<file path="config.mk">
export PLATFORM = sky130hd
export DESIGN_NAME = hiec_err_regs
export DESIGN_NICKNAME = d
export VERILOG_FILES = /design/src/rtl/hiec_pkg.sv /design/src/rtl/hiec_err_regs.sv
export SDC_FILE = /design/constraint.sdc
export NUM_CORES = 1
export LEC_CHECK = 0
export BUFFER_PORTS_ARGS = -buffer_cell sky130_fd_sc_hd__buf_2
export CORE_MARGIN = 1.5
export CORE_UTILIZATION = 40
export DETAILED_ROUTE_END_ITERATION = 6
export PLACE_DENSITY = 0.8
export SYNTH_ARGS = -nofsm -noshare
export SYNTH_HDL_FRONTEND = slang
export SYNTH_SLANG_ARGS = --single-unit
export TNS_END_PERCENT = 5
</file>
<file path="constraint.sdc">
create_clock -name clk -period 2 [get_ports clk]
set_input_delay 0.3 -clock clk [delete_from_list [all_inputs] [get_ports clk]]
set_output_delay 0.3 -clock clk [all_outputs]
set_load 0.005 [all_outputs]
</file>
<file path="src/rtl/hiec_pkg.sv">
package hiec_pkg;
  localparam int NUM_ERR = 4;
  typedef enum int unsigned {
    ERR_WR   = 0,
    ERR_RD   = 1,
    ERR_BUS  = 2,
    ERR_VIOL = 3
  } err_idx_e;
  typedef enum logic [1:0] {
    SZ_8  = 2'd0,
    SZ_16 = 2'd1,
    SZ_32 = 2'd2
  } acc_sz_e;
endpackage

</file>
<file path="src/rtl/hiec_err_regs.sv">
module hiec_err_regs #(
  parameter int AW = 6,
  parameter int NE = hiec_pkg::NUM_ERR
) (
  input  logic          clk,
  input  logic          rst_n,
  input  logic [NE-1:0] new_err,
  input  logic [NE-1:0] flag_clr,
  input  logic [NE-1:0] irq_mask,
  input  logic [AW-1:0] haddr,
  output logic [NE-1:0] flags,
  output logic [AW-1:0] err_addr,
  output logic [AW-1:0] viol_addr,
  output logic          irq
);
  import hiec_pkg::*;
  logic [NE-1:0] kept, flags_n;
  logic          cap_err, cap_viol;

  always_comb begin
    kept     = flags & ~flag_clr;
    flags_n  = kept | new_err;
    cap_err  = (|new_err[ERR_BUS:ERR_WR]) && !(|kept[ERR_BUS:ERR_WR]);
    cap_viol = new_err[ERR_VIOL] && !kept[ERR_VIOL];
    irq      = |(flags & irq_mask);
  end

  always_ff @(posedge clk or negedge rst_n) begin
    if (!rst_n) flags <= '0;
    else        flags <= flags_n;
  end

  always_ff @(posedge clk or negedge rst_n) begin
    if (!rst_n)       err_addr <= '0;
    else if (cap_err) err_addr <= haddr;
  end

  always_ff @(posedge clk or negedge rst_n) begin
    if (!rst_n)        viol_addr <= '0;
    else if (cap_viol) viol_addr <= haddr;
  end

  generate
    for (genvar i = 0; i < NE; i++) begin : g_sticky
      AST_FLAG_STICKY: assert property (@(posedge clk) disable iff (!rst_n)
        (flags[i] && !flag_clr[i]) |=> flags[i]);
    end
  endgenerate
  AST_ERRADDR_HOLD: assert property (@(posedge clk) disable iff (!rst_n)
    ((|flags[ERR_BUS:ERR_WR]) && !(|flag_clr[ERR_BUS:ERR_WR])) |=> $stable(err_addr));
  AST_VIOLADDR_HOLD: assert property (@(posedge clk) disable iff (!rst_n)
    (flags[ERR_VIOL] && !flag_clr[ERR_VIOL]) |=> $stable(viol_addr));
endmodule

</file>
* Yosys cells after proc, flatten, opt, wreduce, memory -nomap -nowiden
Cells that the tools add are included.
Operators by class: shift-type cells 0, order comparisons 0, eq/ne operators 0, multiplexer cells 0, add/subtract/negate cells 0, multipliers 0, div/mod/pow operators 0, reduce and logical (&&, ||, !) cells 7, bitwise operators 4
Operators with widths (count):
- 4-bit AND | 2
- 3-bit OR reduction | 2
- 4-bit NOT | 1
- 4-bit OR | 1
- 4-bit OR reduction | 1
- 1-bit logical AND | 2
- 1-bit zero test | 2
Storage, ports and cells: bits in registers 16, ROM bits 0, memory bits (writable) 0, input port bits 20, memories 0, bits in latches 0, output and inout bits 17

* Longest topological paths before layout
Gate-level depths: netlist of run 1.
depth after elaboration 5, gate-level depth with buffers 3, gate-level depth less buffers 3

* Worst setup path after synthesis of run 1
Ideal clock, no wire load.
path type register -> register, from reg flags[1], to reg err_addr[0], setup slack 554 ps, setup time 125 ps, path buffers 0, arrival time 1321 ps, stages on the path, launching flop included 4, data required time 1875 ps, cell sequence dfrtp_1 -> nor2b_2 -> nor4_4 -> mux2_2
Between the ends: longest elaborated chain between the ends 4
RTL lines:
- from (decl) | line hiec_err_regs.sv:11 | output logic [NE-1:0] flags,
- from (signal assigned) | line hiec_err_regs.sv:30 | else flags <= flags_n;
- 4-bit AND | line hiec_err_regs.sv:21 | kept = flags & ~flag_clr;
- 3-bit OR reduction | line hiec_err_regs.sv:23 | cap_err = (|new_err[ERR_BUS:ERR_WR]) && !(|kept[ERR_BUS:ERR_WR]);
- 1-bit zero test | line hiec_err_regs.sv:23
- 1-bit logical AND | line hiec_err_regs.sv:23
- to (signal assigned) | line hiec_err_regs.sv:35 | else if (cap_err) err_addr <= haddr;
- to (decl) | line hiec_err_regs.sv:12 | output logic [AW-1:0] err_addr,
No other way between the ends. A chain may end at the register's enable or synchronous reset.

* Final worst setup path of run 1
from reg flags[1], to reg err_addr[3]
The elaborated chain is that of the path after synthesis.

==> results of run 1 <==
[synthesized netlist by cell type (all sizes together)]
cell	number	share of area [%]
nor2b	3	3.3
or2	3	2.9
nand2b	2	2.0
dfrtp	16	63
nand2	2	1.2
nor4	1	3.3
nor3	1	0.79
a22oi	2	2.4
mux2	12	21
[kinds of logic after synthesis]
| kind of cell | count (synthesis) | synth area share [%] |
|---|---|---|
| AO/OA/AOI/OAI | 2 | 2.357 |
| AND/OR/NAND/NOR | 12 | 13.56 |
| multiplexers | 12 | 21.22 |
| flip-flops | 16 | 62.87 |
[stage by stage]
step	utilization [%]	cells	area [sq um]	hold slack (ns)	worst slack (ns)
2_1_floorplan	-	42	636.9	0.004409	0.5543
3_3_place_gp	55.56	94	837.1	0.2218	0.5014
3_5_place_dp	55.56	94	837.1	0.2246	0.4692
4_1_cts	57.72	98	869.6	0.2169	0.4502
5_1_grt	57.72	98	869.6	0.2190	0.3817
6_report	57.72	98	869.6	0.2248	0.4818
[final cells by class]
| type | count | area, sq um |
|---|---|---|
| fill | 130 | 636.9 |
| clock buffer | 3 | 22.52 |
| sequential | 16 | 400.4 |
| tap | 16 | 20.02 |
| timing repair buffer | 37 | 190.2 |
| multi-input combinational | 26 | 236.5 |
[power groups by stage]
stage | clock network [mW] | registers, mW | logic [mW]
after global routing | 0.184 | 0.403 | 0.173
after global placement | 0 | 0.403 | 0.155
after floorplan | 0 | 0.408 | 0.0677
after detailed placement | 0 | 0.402 | 0.159
final | 0.159 | 0.396 | 0.157
after CTS | 0.169 | 0.397 | 0.161
[flip-flops by register name, summed over array words and instances, names as in the netlist]
name	count
err_addr	6
flags	4
viol_addr	6
[metal layers]
layer / vias up / share of wire (%) / global-route usage, %
li1: 227 / - / -
met1: 225 / 40 / 17.36
met2: 24 / 50 / 22.73
met3: 2 / 9.2 / 3.830
met4: 0 / 0.44 / 7.500
met5: - / 0 / 0
[worst max-delay path by stage]
stage | start | end | slack [ns] | depth (start not counted)
after detailed placement | flags[1] | err_addr[3] | 0.47 | 3
after CTS | flags[1] | err_addr[3] | 0.45 | 3
after global placement | flags[1] | err_addr[4] | 0.50 | 3
after floorplan | flags[1] | err_addr[0] | 0.55 | 3
after global routing | flags[1] | err_addr[3] | 0.38 | 3
final | flags[1] | err_addr[3] | 0.48 | 3
[cells in the final DEF (no fill, tap or decap)]
cell	synthesis	routed
clkbuf_4	0	3
mux2_2	12	12
nor4_4	1	1
a22oi_1	2	2
nor2b_2	1	1
dfrtp_1	16	16
or2_2	3	3
buf_2	0	36
nor2b_1	2	2
dlygate4sd3_1	0	1
nand2_1	2	2
nand2b_1	2	2
nor3_1	1	1
[what timing repair did]
item / CTS / global route
endpoints found under the hold margin: 16 / 0
resized for setup: 0 / 0
hold buffers: 1 / 0
buffers inserted: 0 / 0
==> results.md, run 1 <==
- Netlist cell types: 10
- Post-Route Setup TNS: 0 ns
- Sw Pwr: 0.1730 mW
- Die height: about 43 microns
- CTS tree: built
- Run status: finished clean
- Site row count: 14
- Sw Ratio: around 24%
- Synth Net Count: 62
- Worst slew margin: a little under three quarters
- Layout cells sized above 1: 68.29%
- Num ports: 37
- CP peak stage delay: about 0.46 ns
- Area Overhead vs Synth: 36.54%
- Worst Skew: 0.004509 ns
- Max-cap violations: 0
- Peak supply drop: between 0.0005 and 0.0006 V
- Initial Util: a little over two fifths
- Hold depth: 2
- Hold worst-path end: flags[3]
- Worst hold start: new_err[3]
- Layout Nets: between 100 and 150
- H-tree depth: 1
- Die width: between 40 and 50 microns
- Total grt overflow: 0
- Clk sinks: 16
- Core area: around 1500 sq um
- Leak: between 0.4 and 0.5 nW
- Bufs on Longest Clock Path: 2
- FF-to-FF End: err_addr[3]
- Routability cong.: approximately 0.77
- GR Util All Layers: roughly 14%
- Drt total wl: ~1.1 mm
- Number of CTS-inserted buffers: 3
- Worst reg2reg path depth: 3
- Final Cycle Share: between 70% and 80%
- Worst Path Required: 2.17 ns
- Max FO, Critical Path: 6
- DR pass1 iterations: 4
- Crit. End Element: flip-flop
- Ys Warns: 0
- Syn_area_per_cell: about 15 sq um
- RSZ-0062 raised after global routing: false
- Drt wl/cell: between 10 and 15 microns
- Critical path startpoint category: flip-flop
- First DRT Iteration DRCs: 6
- Min-Delay Path Class: primary input to flip-flop
- Post-DRT Antenna Nets: 0
- Worst-margin pin slew: ~0.43 ns
- Pwr dens: slightly above 800 nW/um^2
- Pins over their slew limit: 0
- Final setup fails: 0
- Fin. Hold Viols: 0
- Vias in the first global route: 457
- Worst reg-to-reg setup slack: 0.48 ns
- Combinational Power Share: between 20% and 30%
- Buffers and inverters on the worst path: 0
- P_int: about 0.54 mW
- Power share of the clock group: 22.3%
- Slowest stage cell, crit path: nor4_4
- Sequential fraction of the synthesis area: approximately 63%
- Worst-path cell chain: nor2b_2 -> nor4_4 -> mux2_2
- CP Class: flip-flop to flip-flop
- Worst skew pair latency: around 0.27 ns
- Clock root buffer: clkbuf_4
- CP top delay family: simple AND/OR/NAND/NOR gates
- Residual DRC count: 0
- Pin count of the biggest net entering global routing: 17
- Buffers on Ports: 36
- Vias: 478
- FMAX: 658.7 MHz
- Cell Area, Synth: 636.9 sq um
- FF+latch count, synth: 16
- Worst Path Arrival: 1.69 ns
- Worst r2r src: flags[1]
- Post-route minimum period: 1.518 ns
- Initial antenna violation count: 0
- Cell count after synthesis: between 40 and 50
- Antenna diode count: 0
- Post-DP HPWL: roughly 900 microns
- Via/cell ratio: 4.878
- Tot Pwr: 0.7116 mW
- First-pass GRT wire length: ~1.9 mm
- DIE AREA: between 1500 and 2000 sq um
- Clock Pin Slew Worst Setup and Hold Paths: ~0.09 ns
- Reg power frac: a little under three fifths
(Power assumes the default switching activity.)
==> run 2: changes to the inputs <==
--- a/config.mk
+++ b/config.mk
@@ -5,11 +5,12 @@
 export SDC_FILE = /design/constraint.sdc
 export NUM_CORES = 1
 export LEC_CHECK = 0
+export ABC_AREA = 1
 export BUFFER_PORTS_ARGS = -buffer_cell sky130_fd_sc_hd__buf_2
 export CORE_MARGIN = 1.5
 export CORE_UTILIZATION = 40
 export DETAILED_ROUTE_END_ITERATION = 6
-export PLACE_DENSITY = 0.8
+export PLACE_DENSITY = 0.78
 export SYNTH_ARGS = -nofsm -noshare
 export SYNTH_HDL_FRONTEND = slang
 export SYNTH_SLANG_ARGS = --single-unit
==> constraint.sdc (replaced) <==
create_clock -name clk -period 1.43 [get_ports clk]
set_input_delay 0.2145 -clock clk [delete_from_list [all_inputs] [get_ports clk]]
set_output_delay 0.2145 -clock clk [all_outputs]
set_load 0.005 [all_outputs]
==> results.md, run 2 <==
- Largest registers: err_addr (6), viol_addr (6), flags (4)
- Leak: 0.5683 nW
- Total grt overflow: 0
- Syn_area_per_cell: roughly 8.8 sq um
- Clock root buffer: clkbuf_4
- DIE AREA: between 2000 and 2500 sq um
- Synth area leader: dfrtp_1
- CP Class: flip-flop to output pin
- Post-CTS setup buffer count: 0
- Final Cycle Share: 83.22%
- Via/cell ratio: ~4.8
- Synth Net Count: a little over 100
- Drt total wl: between 1.5 and 2 mm
- Top cells by instance count after synthesis: nand2_1 (33), dfrtp_1 (16), nand3_1 (12)
- Count leader, synth: nand2_1
- Num ports: 37
- Fin. Hold Viols: 0
- Synth Flop Type: dfrtp_1
- H-tree depth: 1
- Run status: finished clean
- Area Overhead vs Synth: 34.15%
- Pin count of the biggest net entering global routing: 17
- Buffers and inverters on the worst path: 1
- Design area: about 950 sq um
- Post-Route Setup TNS: 0 ns
- Crit. End Element: output pin
- Worst Path Arrival: roughly 1 ns
- Worst-margin pin slew: 0.3566 ns
- FF+latch count, synth: 16
- Peak supply drop: between 0.0004 and 0.0005 V
- Buffers on Ports: 36
- Core area: 1689 sq um
- Antenna diode count: 0
- Cell Area, Synth: approximately 710 sq um
- Die width: around 45 microns
- Worst Path Required: roughly 1.2 ns
- Initial antenna violation count: 0
- RSZ-0062 raised after global routing: false
- Max FO, Critical Path: 3
- Slowest stage cell, crit path: dfrtp_1
- Netlist cell types: 12
- CTS tree: built
- Layout cells sized above 1: 41.32%
- Post-synth EDFFs: 0
- Number of CTS-inserted buffers: 3
- DP Area: about 900 sq um
- Critical path startpoint category: flip-flop
- Clk sinks: 16
- Site row count: 15
- GR Util All Layers: 16.79%
- Utilization after layout: 56.44%
- Final setup fails: 0
- Worst skew pair latency: ~0.29 ns
- Residual DRC count: 0
- Fin cells: roughly 140
- Most frequent cells in the layout: buf_2 (36), nand2_1 (33), dfrtp_1 (16), nand3_1 (12), inv_1 (8)
- Drt wl/cell: about 11 microns
- Initial Util: a little over two fifths
- Ys Warns: 0
- Sequential fraction of the synthesis area: 56.34%
- Post-route minimum period: between 1 and 1.5 ns
- DR pass1 iterations: 4
- First-pass GRT wire length: roughly 2.4 mm
- Top cells by area, synth: dfrtp_1 (56%), nand2_1 (17%), nand3_1 (8.5%)
- Bufs on Longest Clock Path: 2
- Die height: between 40 and 50 microns
- Post-DRT Antenna Nets: 0
- CP peak stage delay: just over 0.4 ns
- Clock Pin Slew Worst Setup and Hold Paths: around 0.09 ns
- Routability cong.: 0.7691
- Max-cap violations: 0
- Worst Skew: between 0.001 and 0.0015 ns
- Vias in the first global route: around 600
- Yosys top cell area share: around 56%
- Vias: between 600 and 700
- First DRT Iteration DRCs: 13
- Worst-path cell chain: nand2_1 -> nand4_1 -> buf_2
- Post-synth ARST share: between 90% and 100%
- Layout Nets: ~140
- FMAX: around 840 MHz
- Most common cell after layout, fill and taps aside: buf_2
- Post-DP HPWL: between 1 and 1.5 mm
- Cells after DPL: about 130
- Worst slew margin: around three quarters
- Pwr dens: around 1100 nW/um^2
- Worst setup margin: ~0.24 ns
- Placement Setup Slack: between 0.4 and 0.5 ns
- Pins over their slew limit: 0
- Min-Delay Path Class: primary input to flip-flop
- Cell count after synthesis: 81
- CP top delay family: flip-flops
==> run 2: changes by cell type in the layout (fill, tap and decap cells not counted), moves of 2 or more <==
| cell | delta |
|---|---|
| a22oi_1 | -2 |
| nand3_1 | +12 |
| or2_2 | -3 |
| mux2_2 | -12 |
| inv_1 | +8 |
| nand2b_1 | -2 |
| nand2_1 | +31 |
| nand2_2 | +5 |
| nor2b_1 | -2 |
==> run 2: path summary, 6_finish.rpt <==
| kind | start | to | slack [ns] | cells after the start |
|---|---|---|---|---|
| worst max-delay path | flags[2] | irq | 0.24 | 3 |
| worst min-delay path | new_err[1] | flags[1] | 0.13 | 3 |
| worst max register to register | flags[3] | viol_addr[3] | 0.44 | 4 |
| worst min register to register | viol_addr[1] | viol_addr[1] | 0.47 | 2 |
| max in group asynchronous | rst_n | flags[3] | 0.80 | 2 |
| min in group asynchronous | rst_n | viol_addr[2] | 0.37 | 2 |
==> run 2: where the power goes <==
group	switching [mW]	internal [mW]	leakage [nW]
sequential	0.0355	0.515	0.191
combinational	0.120	0.104	0.357
clock	0.144	0.155	0.0210
==> run 2: stage by stage <==
stage,hold slack (ns),power (mW)
global route,0.1370,1.137
detailed placement,0.1453,0.7824
CTS,0.1342,1.082
floorplan,-0.08109,0.6631
finish,0.1343,1.073
global placement,0.1387,0.7776
==> run 2: cells by family (layout without fill, tap and decap cells) <==
kind of cell	Yosys count	in the layout	share of synthesized area, %
buf+inv	10	50	5.457
flops	16	16	56.34
simple gates	55	55	38.21
==> run 2: final cells by class <==
class	instances	area, sq um
multi-input cells	55	271.5
repair buffers	37	190.2
well taps	17	21.27
flip-flops and latches	16	400.4
clock buffers	4	36.28
fillers	154	735.7
inverters	9	33.78
==> run 2: worst min-delay path: cells and delay by family <==
kind                   cells  cell delay (ns)
buffers and inverters      2             0.12
and+or+nand+nor            1             0.05
==> run 2: metal layers <==
| layer | up-vias | track usage [%] | part of all wire (%) |
|---|---|---|---|
| met5 | - | 0 | 0 |
| met4 | 0 | 8.824 | 2.5 |
| met3 | 5 | 4.400 | 5.9 |
| met2 | 26 | 28.29 | 46 |
| met1 | 296 | 19.35 | 45 |
| li1 | 333 | - | - |
==> run 2: timing repair <==
action | 4_1_cts | 5_1_grt
hold buffers | 1 | 0
resized for setup | 0 | 0
endpoints found under the hold margin | 16 | 0
==> run 3: changes to the inputs <==
==> constraint.sdc (replaced) <==
create_clock -name clk -period 1.1 [get_ports clk]
set_input_delay 0.165 -clock clk [delete_from_list [all_inputs] [get_ports clk]]
set_output_delay 0.165 -clock clk [all_outputs]
set_load 0.005 [all_outputs]
==> results.md, run 3 (synthesis gave the netlist of run 2 again) <==
- Crit. End Element: output pin
- H-tree depth: 1
- Bufs on Longest Clock Path: 2
- Pins over their slew limit: 0
- Hold worst-path end: flags[1]
- Vias: 670
- Pwr dens: approximately 1400 nW/um^2
- Crit path from: flags[3]
- Total grt overflow: 0
- Post-route minimum period: 1.125 ns
- Cells after DPL: 133
- Clock Pin Slew Worst Setup and Hold Paths: approximately 0.09 ns
- Worst Path Required: 0.94 ns
- Clock root buffer: clkbuf_4
- Post-DP HPWL: roughly 1.2 mm
- Largest registers: err_addr (6), viol_addr (6), flags (4)
- Drt total wl: roughly 1.5 mm
- Residual DRC count: 0
- Final setup fails: 1
- Placement Setup Slack: ~0.12 ns
- Worst hold start: new_err[1]
- GR Util All Layers: about 16%
- Via/cell ratio: 4.752
- Num ports: 37
- Slowest stage cell, crit path: dfrtp_1
- Pin count of the biggest net entering global routing: 17
- DR pass1 iterations: 2
- CP peak stage delay: 0.40 ns
- Initial Util: a little over two fifths
- Die width: 45.15 microns
- Layout cells sized above 1: between 40% and 50%
- Worst r2r src: flags[0]
- Post-DRT Antenna Nets: 0
- Die height: around 45 microns
- Design area: 991.0 sq um
- DP Area: just over 900 sq um
- Most frequent cells in the layout: buf_2 (36), nand2_1 (33), dfrtp_1 (16), nand3_1 (12), inv_1 (8)
- Buffers on Ports: 36
- Fin. Hold Viols: 0
- Area Overhead vs Synth: 39.44%
- FF-to-FF End: err_addr[2]
- Most common cell after layout, fill and taps aside: buf_2
- Final Cycle Share: 102.3%
- First DRT Iteration DRCs: 12
- Layout Nets: ~150
- Hold depth: 3
- Peak supply drop: 0.0006303 V
- Min-Delay Path Class: primary input to flip-flop
- Run status: finished, violations left
- Max-cap violations: 0
- Leak: approximately 0.6 nW
- Worst-margin pin slew: between 0.3 and 0.4 ns
- FMAX: 888.5 MHz
- CP top delay family: flip-flops
- Worst Path Arrival: between 0.9 and 1 ns
- Core area: around 1700 sq um
- RSZ-0062 raised after global routing: true
- Worst Skew: between 0.002 and 0.0025 ns
- Site row count: 15
- Routability cong.: 0.7685
- Buffers and inverters on the worst path: 1
- Worst reg-to-reg setup slack: around 0.01 ns
- Critical path startpoint category: flip-flop
- Tot Pwr: around 1.4 mW
- Antenna diode count: 0
- Worst setup margin: -0.02549 ns
- CTS tree: built
- Failing checks: negative setup slack
- Worst reg2reg path depth: 6
- First-pass GRT wire length: roughly 2.4 mm
- Initial antenna violation count: 0
- Clk sinks: 16
- Vias in the first global route: 590
- DIE AREA: approximately 2000 sq um
- Drt wl/cell: 10.91 microns
- Fin cells: approximately 140
- Worst slew margin: between 70% and 80%
- Number of CTS-inserted buffers: 3
- Worst skew pair latency: 0.29 ns
- CP Class: flip-flop to output pin
- Max FO, Critical Path: 3
- Worst-path cell chain: nand2_1 -> nand4_1 -> buf_2
- Utilization after layout: 58.67%
## run 3: worst min-delay path, delay by kind of cell
kind	cells	cell delay (ns)
AND/OR/NAND/NOR	1	0.05
buffers and inverters	2	0.12
## run 3: area by class of cell
cell class                      instances  area [sq um]
Clock buffer                            4         36.28
Fill cell                             147         698.2
Inverter                                9         33.78
Multi-Input combinational cell         55         286.5
Sequential cell                        16         400.4
Tap cell                               17         21.27
Timing Repair Buffer                   40         212.7
## run 3: power breakdown
group	total (mW)	switching, mW	internal (mW)
combinational	0.315	0.168	0.148
clock	0.386	0.185	0.202
sequential	0.712	0.0429	0.669
## run 3: through the flow
stage	hold slack (ns)	TNS, ns
6_report	0.08122	-0.02549
5_1_grt	0.08567	-0.3025
4_1_cts	0.08258	-0.02852
3_5_place_dp	0.09140	0
3_3_place_gp	0.08585	0
2_1_floorplan	-0.1306	0
## run 3: worst max path at each step
stage / to / depth (start not counted) / slack, ns
after detailed placement: viol_addr[5] / 4 / 0.12
after CTS: irq / 3 / -0.03
after global placement: err_addr[3] / 5 / 0.16
after global routing: irq / 3 / -0.06
final: irq / 3 / -0.03
after floorplan: viol_addr[0] / 4 / 0.21
## run 3: what timing repair did
action | 4_1_cts | 5_1_grt
setup endpoints to repair | 1 | 8
pin swaps | 2 | 3
hold buffers | 1 | 0
setup buffers | 3 | 0
resized for setup | 0 | 3
hold endpoints to repair | 16 | 0
## run 3: layer usage
layer	up-vias	global-route usage (%)	part of all wire [%]
met5	-	0	0
met4	0	10.59	2.7
met3	5	1.200	4.4
met2	24	29.43	49
met1	305	18.69	44
li1	336	-	-
